<file path="config.mk">
export PLATFORM = sky130hd
export DESIGN_NAME = xirq_front
export DESIGN_NICKNAME = d
export VERILOG_FILES = /design/src/rtl/xirq_pkg.sv /design/src/rtl/xirq_sync.sv /design/src/rtl/xirq_detect.sv /design/src/rtl/xirq_arbiter.sv /design/src/rtl/xirq_front.sv
export SDC_FILE = /design/constraint.sdc
export NUM_CORES = 1
export LEC_CHECK = 0
export CAP_MARGIN = 0
export CORE_ASPECT_RATIO = 0.75
export CORE_MARGIN = 1.5
export CORE_UTILIZATION = 56
export DETAILED_ROUTE_END_ITERATION = 8
export PLACE_DENSITY = 0.81
export SETUP_SLACK_MARGIN = 0.15
export SYNTH_ARGS = -nofsm -noshare
export SYNTH_HDL_FRONTEND = slang
export SYNTH_SLANG_ARGS = --single-unit
export TNS_END_PERCENT = 10
</file>
<file path="constraint.sdc">
create_clock -name clk -period 6 [get_ports clk]
set_input_delay 1.2 -clock clk [delete_from_list [all_inputs] [get_ports clk]]
set_output_delay 1.2 -clock clk [all_outputs]
set_load 0.01 [all_outputs]
</file>
<file path="src/rtl/xirq_pkg.sv">
package xirq_pkg;
  localparam int VEC_W   = 8;
  localparam int DED_MIX = 3;
  localparam logic [DED_MIX-1:0] MIX_LOW = 3'b010;

  typedef enum logic [1:0] {
    MODE_DED = 2'd0,
    MODE_VEC = 2'd1,
    MODE_MIX = 2'd2,
    MODE_RSV = 2'd3
  } xirq_mode_e;

  typedef struct packed {
    logic             valid;
    logic             nmi;
    logic             ded;
    logic [VEC_W-1:0] vec;
  } xirq_pick_t;
endpackage

</file>
<file path="src/rtl/xirq_sync.sv">
module xirq_sync #(
  parameter int W      = 9,
  parameter int STAGES = 2
) (
  input  logic         clk,
  input  logic         rst,
  input  logic [W-1:0] d,
  output logic [W-1:0] q
);
  logic [W-1:0] chain [STAGES];

  for (genvar g = 0; g < STAGES; g++) begin : g_stage
    always_ff @(posedge clk) begin
      if (rst) chain[g] <= '1;
      else if (g == 0) chain[g] <= d;
      else chain[g] <= chain[(g == 0) ? 0 : g-1];
    end
  end

  assign q = chain[STAGES-1];
endmodule

</file>
<file path="src/rtl/xirq_detect.sv">
module xirq_detect #(
  parameter int W = 8
) (
  input  logic         clk,
  input  logic         rst,
  input  logic [W-1:0] lvl_n,
  input  logic [W-1:0] edge_sel,
  input  logic [W-1:0] active,
  input  logic [W-1:0] clr,
  output logic [W-1:0] req
);
  logic [W-1:0] prev_n;
  logic [W-1:0] pend;
  logic [W-1:0] fall;

  assign fall = prev_n & ~lvl_n;

  always_ff @(posedge clk) begin
    if (rst) begin
      prev_n <= '1;
      pend   <= '0;
    end else begin
      prev_n <= lvl_n;
      pend   <= ((pend & ~clr) | fall) & active & edge_sel;
    end
  end

  assign req = active & ((edge_sel & pend) | (~edge_sel & ~lvl_n));
endmodule

</file>
<file path="src/rtl/xirq_arbiter.sv">
module xirq_arbiter
  import xirq_pkg::*;
(
  input  xirq_mode_e       mode,
  input  logic [VEC_W-1:0] pins_n,
  input  logic [VEC_W-1:0] ded_req,
  input  logic             nmi_req,
  output xirq_pick_t       pick
);
  localparam int HI_W  = VEC_W - DED_MIX;
  localparam int IDX_W = $clog2(VEC_W);

  logic             vec_req;
  logic [VEC_W-1:0] vec_val;
  logic             ded_any;
  logic [IDX_W-1:0] ded_idx;

  always_comb begin
    vec_req = 1'b0;
    vec_val = '0;
    case (mode)
      MODE_VEC: begin
        vec_val = ~pins_n;
        vec_req = |vec_val;
      end
      MODE_MIX: begin
        vec_val = {~pins_n[HI_W-1:0], MIX_LOW};
        vec_req = |(~pins_n[HI_W-1:0]);
      end
      default: ;
    endcase
  end

  always_comb begin
    ded_any = 1'b0;
    ded_idx = '0;
    for (int i = 0; i < VEC_W; i++) begin
      if (ded_req[i]) begin
        ded_any = 1'b1;
        ded_idx = IDX_W'(i);
      end
    end
  end

  always_comb begin
    pick = '0;
    if (nmi_req) begin
      pick.valid = 1'b1;
      pick.nmi   = 1'b1;
    end else if (ded_any) begin
      pick.valid = 1'b1;
      pick.ded   = 1'b1;
      pick.vec   = VEC_W'(ded_idx);
    end else if (vec_req) begin
      pick.valid = 1'b1;
      pick.vec   = vec_val;
    end
  end
endmodule

</file>
<file path="src/rtl/xirq_front.sv">
module xirq_front
  import xirq_pkg::*;
#(
  parameter int SYNC_STAGES = 2
) (
  input  logic             clk,
  input  logic             rst,
  input  logic [1:0]       mode_i,
  input  logic [VEC_W-1:0] edge_sel_i,
  input  logic [VEC_W-1:0] irq_n_i,
  input  logic             nmi_n_i,
  input  logic             ack_i,
  output logic             req_valid_o,
  output logic [VEC_W-1:0] req_vec_o,
  output logic             req_nmi_o
);
  localparam int IDX_W = $clog2(VEC_W);

  xirq_mode_e       mode;
  logic [VEC_W:0]   sync_all;
  logic [VEC_W-1:0] pins_s;
  logic             nmi_s;
  logic [VEC_W-1:0] ded_mask;
  logic [VEC_W-1:0] ded_req;
  logic [VEC_W-1:0] ded_clr;
  logic [0:0]       nmi_req;
  logic [0:0]       nmi_clr;
  xirq_pick_t       pick;
  logic             valid_q, nmi_q, ded_q;
  logic [VEC_W-1:0] vec_q;
  logic             take_ack;

  assign mode = xirq_mode_e'(mode_i);

  xirq_sync #(.W(VEC_W+1), .STAGES(SYNC_STAGES)) u_sync (
    .clk (clk), .rst (rst), .d ({nmi_n_i, irq_n_i}), .q (sync_all)
  );
  assign pins_s = sync_all[VEC_W-1:0];
  assign nmi_s  = sync_all[VEC_W];

  always_comb begin
    case (mode)
      MODE_VEC: ded_mask = '0;
      MODE_MIX: ded_mask = {{DED_MIX{1'b1}}, {(VEC_W-DED_MIX){1'b0}}};
      default:  ded_mask = '1;
    endcase
  end

  assign take_ack = valid_q && ack_i;
  assign ded_clr  = (take_ack && ded_q) ? (VEC_W'(1) << vec_q[IDX_W-1:0]) : '0;
  assign nmi_clr  = take_ack && nmi_q;

  xirq_detect #(.W(VEC_W)) u_ded (
    .clk (clk), .rst (rst), .lvl_n (pins_s), .edge_sel (edge_sel_i),
    .active (ded_mask), .clr (ded_clr), .req (ded_req)
  );

  xirq_detect #(.W(1)) u_nmi (
    .clk (clk), .rst (rst), .lvl_n (nmi_s), .edge_sel (1'b1),
    .active (1'b1), .clr (nmi_clr), .req (nmi_req)
  );

  xirq_arbiter u_arb (
    .mode (mode), .pins_n (pins_s), .ded_req (ded_req),
    .nmi_req (nmi_req[0]), .pick (pick)
  );

  always_ff @(posedge clk) begin
    if (rst) begin
      valid_q <= 1'b0;
      nmi_q   <= 1'b0;
      ded_q   <= 1'b0;
      vec_q   <= '0;
    end else if (take_ack) begin
      valid_q <= 1'b0;
      nmi_q   <= 1'b0;
      ded_q   <= 1'b0;
    end else if (!valid_q && pick.valid) begin
      valid_q <= 1'b1;
      nmi_q   <= pick.nmi;
      ded_q   <= pick.ded;
      vec_q   <= pick.vec;
    end
  end

  assign req_valid_o = valid_q;
  assign req_vec_o   = vec_q;
  assign req_nmi_o   = nmi_q;
endmodule

</file>
* Yosys cells after proc, flatten, opt, wreduce, memory -nomap -nowiden
Memory sizes are Yosys's and may differ from the RTL's. Index checks and enable logic that the tools add are counted.
Storage, ports and cells: register bits after elaboration 29, latch bits 0, memory bits (writable) 18, ROM bits 0, bits of input ports 22, output and inout bits 10, word-level logic and storage cells 74, memories 1
Memory list:
- u_sync.chain | words 2, width 9, rd ports 2, clocked after Yosys merged registers in 0, write ports 2, line xirq_sync.sv:10 | logic [W-1:0] chain [STAGES];
Cells by class: add/subtract/negate cells 0, $mul 0, divide/modulo/power cells 0, order comparisons 0, equal/unequal tests 2, shifts and indexed selects 1, muxes and demuxes 32, bitwise operators 21, reduce and logical (&&, ||, !) cells 9
Operator list (number):
- bitwise AND 8 bit | 7
- one-hot mux 8 bit (2 select lines) | 2
- 2-to-1 mux 9 bit | 3
- 2-to-1 mux 8 bit | 3
- NOT 8 bit | 3
- 2-to-1 mux 1 bit | 17
- bitwise OR 8 bit | 2
- 2-to-1 mux 3 bit | 4
- OR reduction 8 bit | 1
- << shifter 1 x 3 -> 8 bit, first input constant | 1
- NOT 5 bit | 1
- OR reduction 5 bit | 1
- logical AND 1 bit | 4
- 2-to-1 mux 2 bit | 2
- NOT 1 bit | 3
- bitwise OR 1 bit | 3
- bitwise AND 1 bit | 2
- equality test 2 x 1 -> 1 bit, second input constant | 1
- equality test 2 bit, second input constant | 1
- one-hot mux 1 bit (2 select lines) | 1
- AND reduction 2 bit | 1
- OR reduction 2 bit | 1
- logical NOT 1 bit | 1

* Depth between registers and ports, before layout
An unclocked memory read counts as a cell.
word-level depth 17, gate-level depth with buffers 9, depth with buffers taken out 8

* Modules after synthesis
From an unflattened synthesis, not the netlist that was laid out.
Unflattened totals: cells, all modules 243, area total of the unflattened synthesis 2115.8 µm²
Modules (own cells, without submodules):
- xirq_detect at u_ded | times used 1, cells an instance 81, area each 716.9 µm², seq. area each 320.3 µm²
- xirq_front | times used 1, cells an instance 65, area each 495.5 µm², seq. area each 220.2 µm²
- xirq_sync | times used 1, cells an instance 37, area each 484.2 µm², seq. area each 360.3 µm²
- xirq_arbiter | times used 1, cells an instance 50, area each 322.8 µm², seq. area each 0.0 µm²
- xirq_detect at u_nmi | times used 1, cells an instance 10, area each 96.3 µm², seq. area each 40.0 µm²

* Worst setup path before layout
OpenSTA, ideal clock, no wires.
path type input to register, from in mode_i[0], to reg vec_q[2], in the netlist req_vec_o[2], library setup time 0.066 ns, arrival time 2.980 ns, data required time 5.934 ns, path slack 2.954 ns, stages 9, buffers on the path 1, path through inv_1 > ha_1 > inv_1 > a21oi_1 > or4_4 > o41ai_4 > buf_6 > nand2_1 > a21oi_2
On the way: cells in the longest elaborated chain, start to end 15, elaborated cells on any way between the ends 26, classes of those cells 2 x eq/ne; 21 x mux; 1 x bitwise; 2 x reduce/logical
RTL lines:
- from (decl) | line xirq_front.sv:8 | input logic [1:0] mode_i,
- equality test 2 bit or equality test 2 x 1 -> 1 bit (tied branches) | line xirq_arbiter.sv:21, xirq_front.sv:42
- one-hot mux 8 bit (2 select lines) | line xirq_front.sv:42 | case (mode)
- bitwise AND 8 bit | line xirq_detect.sv:28 | assign req = active & ((edge_sel & pend) | (~edge_sel & ~lvl_n));
- 2-to-1 mux 1 bit (8 in series) | line xirq_arbiter.sv:38 | if (ded_req[i]) begin
- 2-to-1 mux 1 bit | line xirq_arbiter.sv:50 | end else if (ded_any) begin
- 2-to-1 mux 1 bit | line xirq_arbiter.sv:47 | if (nmi_req) begin
- logical AND 1 bit | line xirq_front.sv:78 | end else if (!valid_q && pick.valid) begin
- AND reduction 2 bit (no line)
- to (signal assigned) | line xirq_front.sv:82 | vec_q <= pick.vec;
- to (decl) | line xirq_front.sv:30 | logic [VEC_W-1:0] vec_q;
Several ways; a longest one is shown, not always the timed one. A chain may end at the register's enable or synchronous reset.

* Worst setup path after layout
from in mode_i[0], to reg nmi_q, in the netlist req_nmi_o
On the way: cells in the longest elaborated chain, start to end 14, elaborated cells on any way between the ends 17, classes of those cells 2 x eq/ne; 13 x mux; 1 x bitwise; 1 x reduce/logical
RTL lines:
- equality test 2 bit or equality test 2 x 1 -> 1 bit (tied branches) | line xirq_arbiter.sv:21, xirq_front.sv:42
- one-hot mux 8 bit (2 select lines) | line xirq_front.sv:42
- bitwise AND 8 bit | line xirq_detect.sv:28
- 2-to-1 mux 1 bit (8 in series) | line xirq_arbiter.sv:38
- 2-to-1 mux 1 bit * | line xirq_arbiter.sv:50
- 2-to-1 mux 1 bit * | line xirq_arbiter.sv:47
- logical AND 1 bit * | line xirq_front.sv:78
- to (signal assigned) | line xirq_front.sv:80 | nmi_q <= pick.nmi;
- to (decl) | line xirq_front.sv:29 | logic valid_q, nmi_q, ded_q;
Every way passes the cells marked *; elsewhere a longest branch is shown, timed or not.

==> metrics.txt <==
# TYPE chip_impl_metric gauge
chip_impl_metric{name="fin_skew",unit="ps"} 6.612
chip_impl_metric{name="grt_antenna_before_repair",unit=""} 0
chip_impl_metric{name="worstMarginPinSlew",unit="ps"} 714.0
chip_impl_info{name="worst_path_dominant_cell_family",value="buffers and inverters"} 1
chip_impl_metric{name="rows",unit=""} 18
chip_impl_metric{name="core_area",unit="sq um"} 3311
chip_impl_metric{name="total_power",unit="mW"} 0.6152
chip_impl_metric{name="postRouteAntennaNets",unit=""} 0
chip_impl_metric{name="power_switching_share",unit=""} 0.2662
chip_impl_metric{name="pin_count_of_the_biggest_net_entering_global_routing",unit=""} 42
chip_impl_metric{name="finalWirelength",unit="um"} 4125
chip_impl_metric{name="critical_path_peak_fanout",unit=""} 13
chip_impl_info{name="worst_setup_path_start_kind",value="input pin"} 1
chip_impl_metric{name="synth_warn",unit=""} 0
chip_impl_metric{name="cts_num_sinks",unit=""} 47
chip_impl_metric{name="start_util",unit=""} 0.5899
chip_impl_metric{name="hold_violations",unit=""} 0
chip_impl_metric{name="post_cts_hold_buffer_count",unit=""} 0
chip_impl_metric{name="cts.repair.resized",unit=""} 0
chip_impl_metric{name="grt_remaining_overflow",unit=""} 0
chip_impl_info{name="cpMostUsedCell",value="inv_1"} 1
chip_impl_metric{name="cts_inserted_buffers",unit=""} 5
chip_impl_metric{name="pwr-share-comb",unit=""} 0.136
chip_impl_metric{name="post_drt_wl_per_cell",unit="um"} 14.37
chip_impl_metric{name="grt_use_total",unit=""} 0.2220
chip_impl_info{name="synth_largest_area_cell",value="dfxtp_1"} 1
chip_impl_info{name="worst-setup-path-type",value="input pin to flop"} 1
chip_impl_metric{name="drt-vias-per-instance",unit=""} 5.484
chip_impl_info{name="outcome",value="finished clean"} 1
chip_impl_info{name="timing.critical_path.slowest_stage_cell",value="o41ai_4"} 1
chip_impl_metric{name="power.internal",unit="mW"} 0.4514
chip_impl_metric{name="synth_top_cell_area_share",unit=""} 0.4817
chip_impl_metric{name="slew_violations",unit=""} 0
chip_impl_metric{name="num_antenna_cells",unit=""} 0
chip_impl_metric{name="drtPass1Iterations",unit=""} 4
chip_impl_metric{name="final.min_clock_period",unit="ps"} 3662
chip_impl_metric{name="first_iter_violations",unit=""} 91
chip_impl_metric{name="p_clk_frac",unit=""} 0.318
chip_impl_info{name="startpoint",value="mode_i[0]"} 1
chip_impl_metric{name="avg_inst_size_synth",unit="sq um"} 9.213
chip_impl_info{name="unrepaired_setup_endpoints_after_global_routing",value="no"} 1
chip_impl_metric{name="floorplan.die_area",unit="sq um"} 3855
chip_impl_metric{name="layout-drive-gt1-share",unit=""} 0.2065
chip_impl_metric{name="clk_pin_slew",unit="ps"} 90
chip_impl_metric{name="cp_data_required_time",unit="ps"} 6210
chip_impl_metric{name="clkLatencyLatePin",unit="ps"} 300
chip_impl_metric{name="max-clock-path-buffers",unit=""} 2
chip_impl_metric{name="post-cts-setup-buffer-count",unit=""} 0
chip_impl_metric{name="final.setup.tns",unit="ps"} 0
chip_impl_metric{name="ir_worst_vdd",unit="uV"} 217.7
chip_impl_info{name="ordered_cell_list_for_the_critical_path",value="clkdlybuf4s50_1, inv_1, ha_1, inv_1, a21oi_1, or4_4, o41ai_4, mux2i_1, nor2_1"} 1
chip_impl_metric{name="max_clock_freq",unit="MHz"} 273.1
chip_impl_info{name="worstReg2RegStart",value="u_sync.chain[1][6]$_SDFF_PP1_"} 1
chip_impl_metric{name="cp_arrival",unit="ps"} 3870
chip_impl_metric{name="maxSlewHeadroom",unit=""} 0.5224
chip_impl_metric{name="setup_violators_final",unit=""} 0
chip_impl_metric{name="portBuffers",unit=""} 31
chip_impl_metric{name="dp_hpwl",unit="um"} 2935
chip_impl_metric{name="power_frac_seq",unit=""} 0.546
chip_impl_metric{name="synth-edff-count",unit=""} 0
chip_impl_info{name="cts_tree",value="built"} 1
chip_impl_metric{name="dieWidth",unit="um"} 71.20
chip_impl_metric{name="globalplace.congestion",unit=""} 0.8976
chip_impl_metric{name="drv.max_cap_violation_count",unit=""} 0
chip_impl_metric{name="number_of_global_route_vias_before_repair",unit=""} 1392
chip_impl_metric{name="finalCritPeriodShare",unit=""} 0.6104
chip_impl_metric{name="power.density_cell_area",unit="nW/um^2"} 258.6
chip_impl_metric{name="area_growth_syn_to_layout",unit="%"} 21.78
chip_impl_metric{name="leakage",unit="nW"} 0.9173
chip_impl_metric{name="drc_errors",unit=""} 0
chip_impl_metric{name="num_io_pins",unit=""} 32
chip_impl_metric{name="yosysSeqAreaShare",unit=""} 0.4817
chip_impl_metric{name="num-nets-final",unit=""} 271
chip_impl_info{name="largest_cells_by_area_after_synthesis",value="dfxtp_1 48%, or2_2 11%, nand2_1 3.5%"} 1
chip_impl_metric{name="synthesis.nets",unit=""} 237
chip_impl_metric{name="grt_pass1_wl",unit="um"} 6423
chip_impl_metric{name="vias",unit=""} 1574
chip_impl_info{name="holdCritStartpoint",value="u_sync.chain[0][7]$_SDFF_PP1_"} 1
chip_impl_metric{name="synth.lib_cells_used.distinct",unit=""} 40
chip_impl_metric{name="crit_path_max_incr_delay",unit="ps"} 610
chip_impl_metric{name="synth.ff_latch_count",unit=""} 47
chip_impl_metric{name="cp.buffers_inverters",unit=""} 3
chip_impl_metric{name="syn-instance-count",unit=""} 212
chip_impl_info{name="min_path_type",value="flop to flop"} 1
chip_impl_info{name="end_kind",value="flop"} 1
chip_impl_metric{name="cts.htree.levels",unit=""} 2
chip_impl_info{name="clock-root-buffer",value="clkbuf_8"} 1
chip_impl_metric{name="p_switching",unit="mW"} 0.1638
chip_impl_metric{name="post_synth_instance_area",unit="sq um"} 1953
chip_impl_info{name="dominantRegCellSynth",value="dfxtp_1"} 1
chip_impl_metric{name="synth_async_sr_flop_share",unit=""} 0
chip_impl_metric{name="floorplan.die.height",unit="um"} 54.15
cells in the mapped netlist, types with 3 or more instances:
library cell  number
a21oi_1           13
a22oi_1            5
a31oi_1            3
and3_1             4
clkbuf_1           3
dfxtp_1           47
ha_1               3
inv_1             11
nand2_1           18
nand2b_1           6
nand3_1            3
nor2_1            15
o21ai_0            9
o22ai_1            5
o31ai_1            3
or2_2             34
sequential cells by signal (all words and copies together), names as in the netlist:
name / cells
u_sync.chain: 18
req_vec_o: 8
u_ded.pend: 8
u_ded.prev_n: 8
ded_q: 1
req_nmi_o: 1
req_valid_o: 1
u_nmi.pend: 1
u_nmi.prev_n: 1
stage by stage:
stage	utilization	worst slack [ps]	instance area (sq um)	cells	hold slack [ps]
finish	0.7184	2338	2379	287	412.9
global route	0.7184	2208	2379	287	420.7
CTS	0.7184	2349	2379	287	413.5
detailed placement	0.6909	2035	2287	279	393.2
global placement	0.6909	2082	2287	279	390.6
floorplan	-	2954	1953	212	389.5
per-layer routing:
metal  wire length (um)  GRT usage  vias up
met3                298    0.04494        2
met5                  0          0        -
met2               1760     0.3426       59
li1                   -          -      802
met1               2057     0.3153      711
met4                  8    0.06918        0
power groups by stage:
stage / combinational, mW / clock [mW] / sequential, mW
after floorplan: 0.0536 / 0 / 0.340
after global placement: 0.0815 / 0 / 0.343
after detailed placement: 0.0824 / 0 / 0.343
after CTS: 0.0830 / 0.198 / 0.336
after global routing: 0.0913 / 0.212 / 0.338
final: 0.0835 / 0.196 / 0.336
layout by cell type (no fill, tap or decap), types with 2 or more instances in the layout:
master and n:
a22oi_1 5, o21ai_0 9, dfxtp_1 47, nand3b_1 2, or2_2 34, nand2b_1 6
inv_1 11, a211oi_1 2, and3_1 4, a31oi_1 3, a21oi_1 13, a21o_1 2
nor2_1 15, ha_1 3, a41o_1 2, a21oi_2 2, nand2_1 18, clkbuf_8 5
inv_6 2, nand3_1 3, clkdlybuf4s50_1 31, o31ai_1 3, o22ai_1 5
area by class of cell:
class,instances,area [sq um]
inverter,11,41.29
fill,267,932.1
sequential,47,940.9
timing repair buffer,32,317.8
clock inverter,3,22.52
clock buffer,5,68.82
multi-input combinational,149,937.1
tap,40,50.05
logic make-up after synthesis:
group,after synthesis,share of synthesized area
and+or+nand+nor,91,0.2639
AOI/OAI and AO/OA,54,0.1915
DFF,47,0.4817
buffers and inverters,16,0.03844
adders and majority gates,3,0.01922
muxes,1,0.005125
path summary, 6_finish.rpt:
check	cells past startpoint	slack (ps)	endpoint
setup / recovery	9	2340	req_nmi_o$_SDFFE_PP0P_
hold / removal	1	410	u_sync.chain[1][7]$_SDFF_PP1_
setup reg to reg	6	3700	req_nmi_o$_SDFFE_PP0P_
hold reg to reg	1	410	u_sync.chain[1][7]$_SDFF_PP1_
Power figures use the tool's default switching activity.
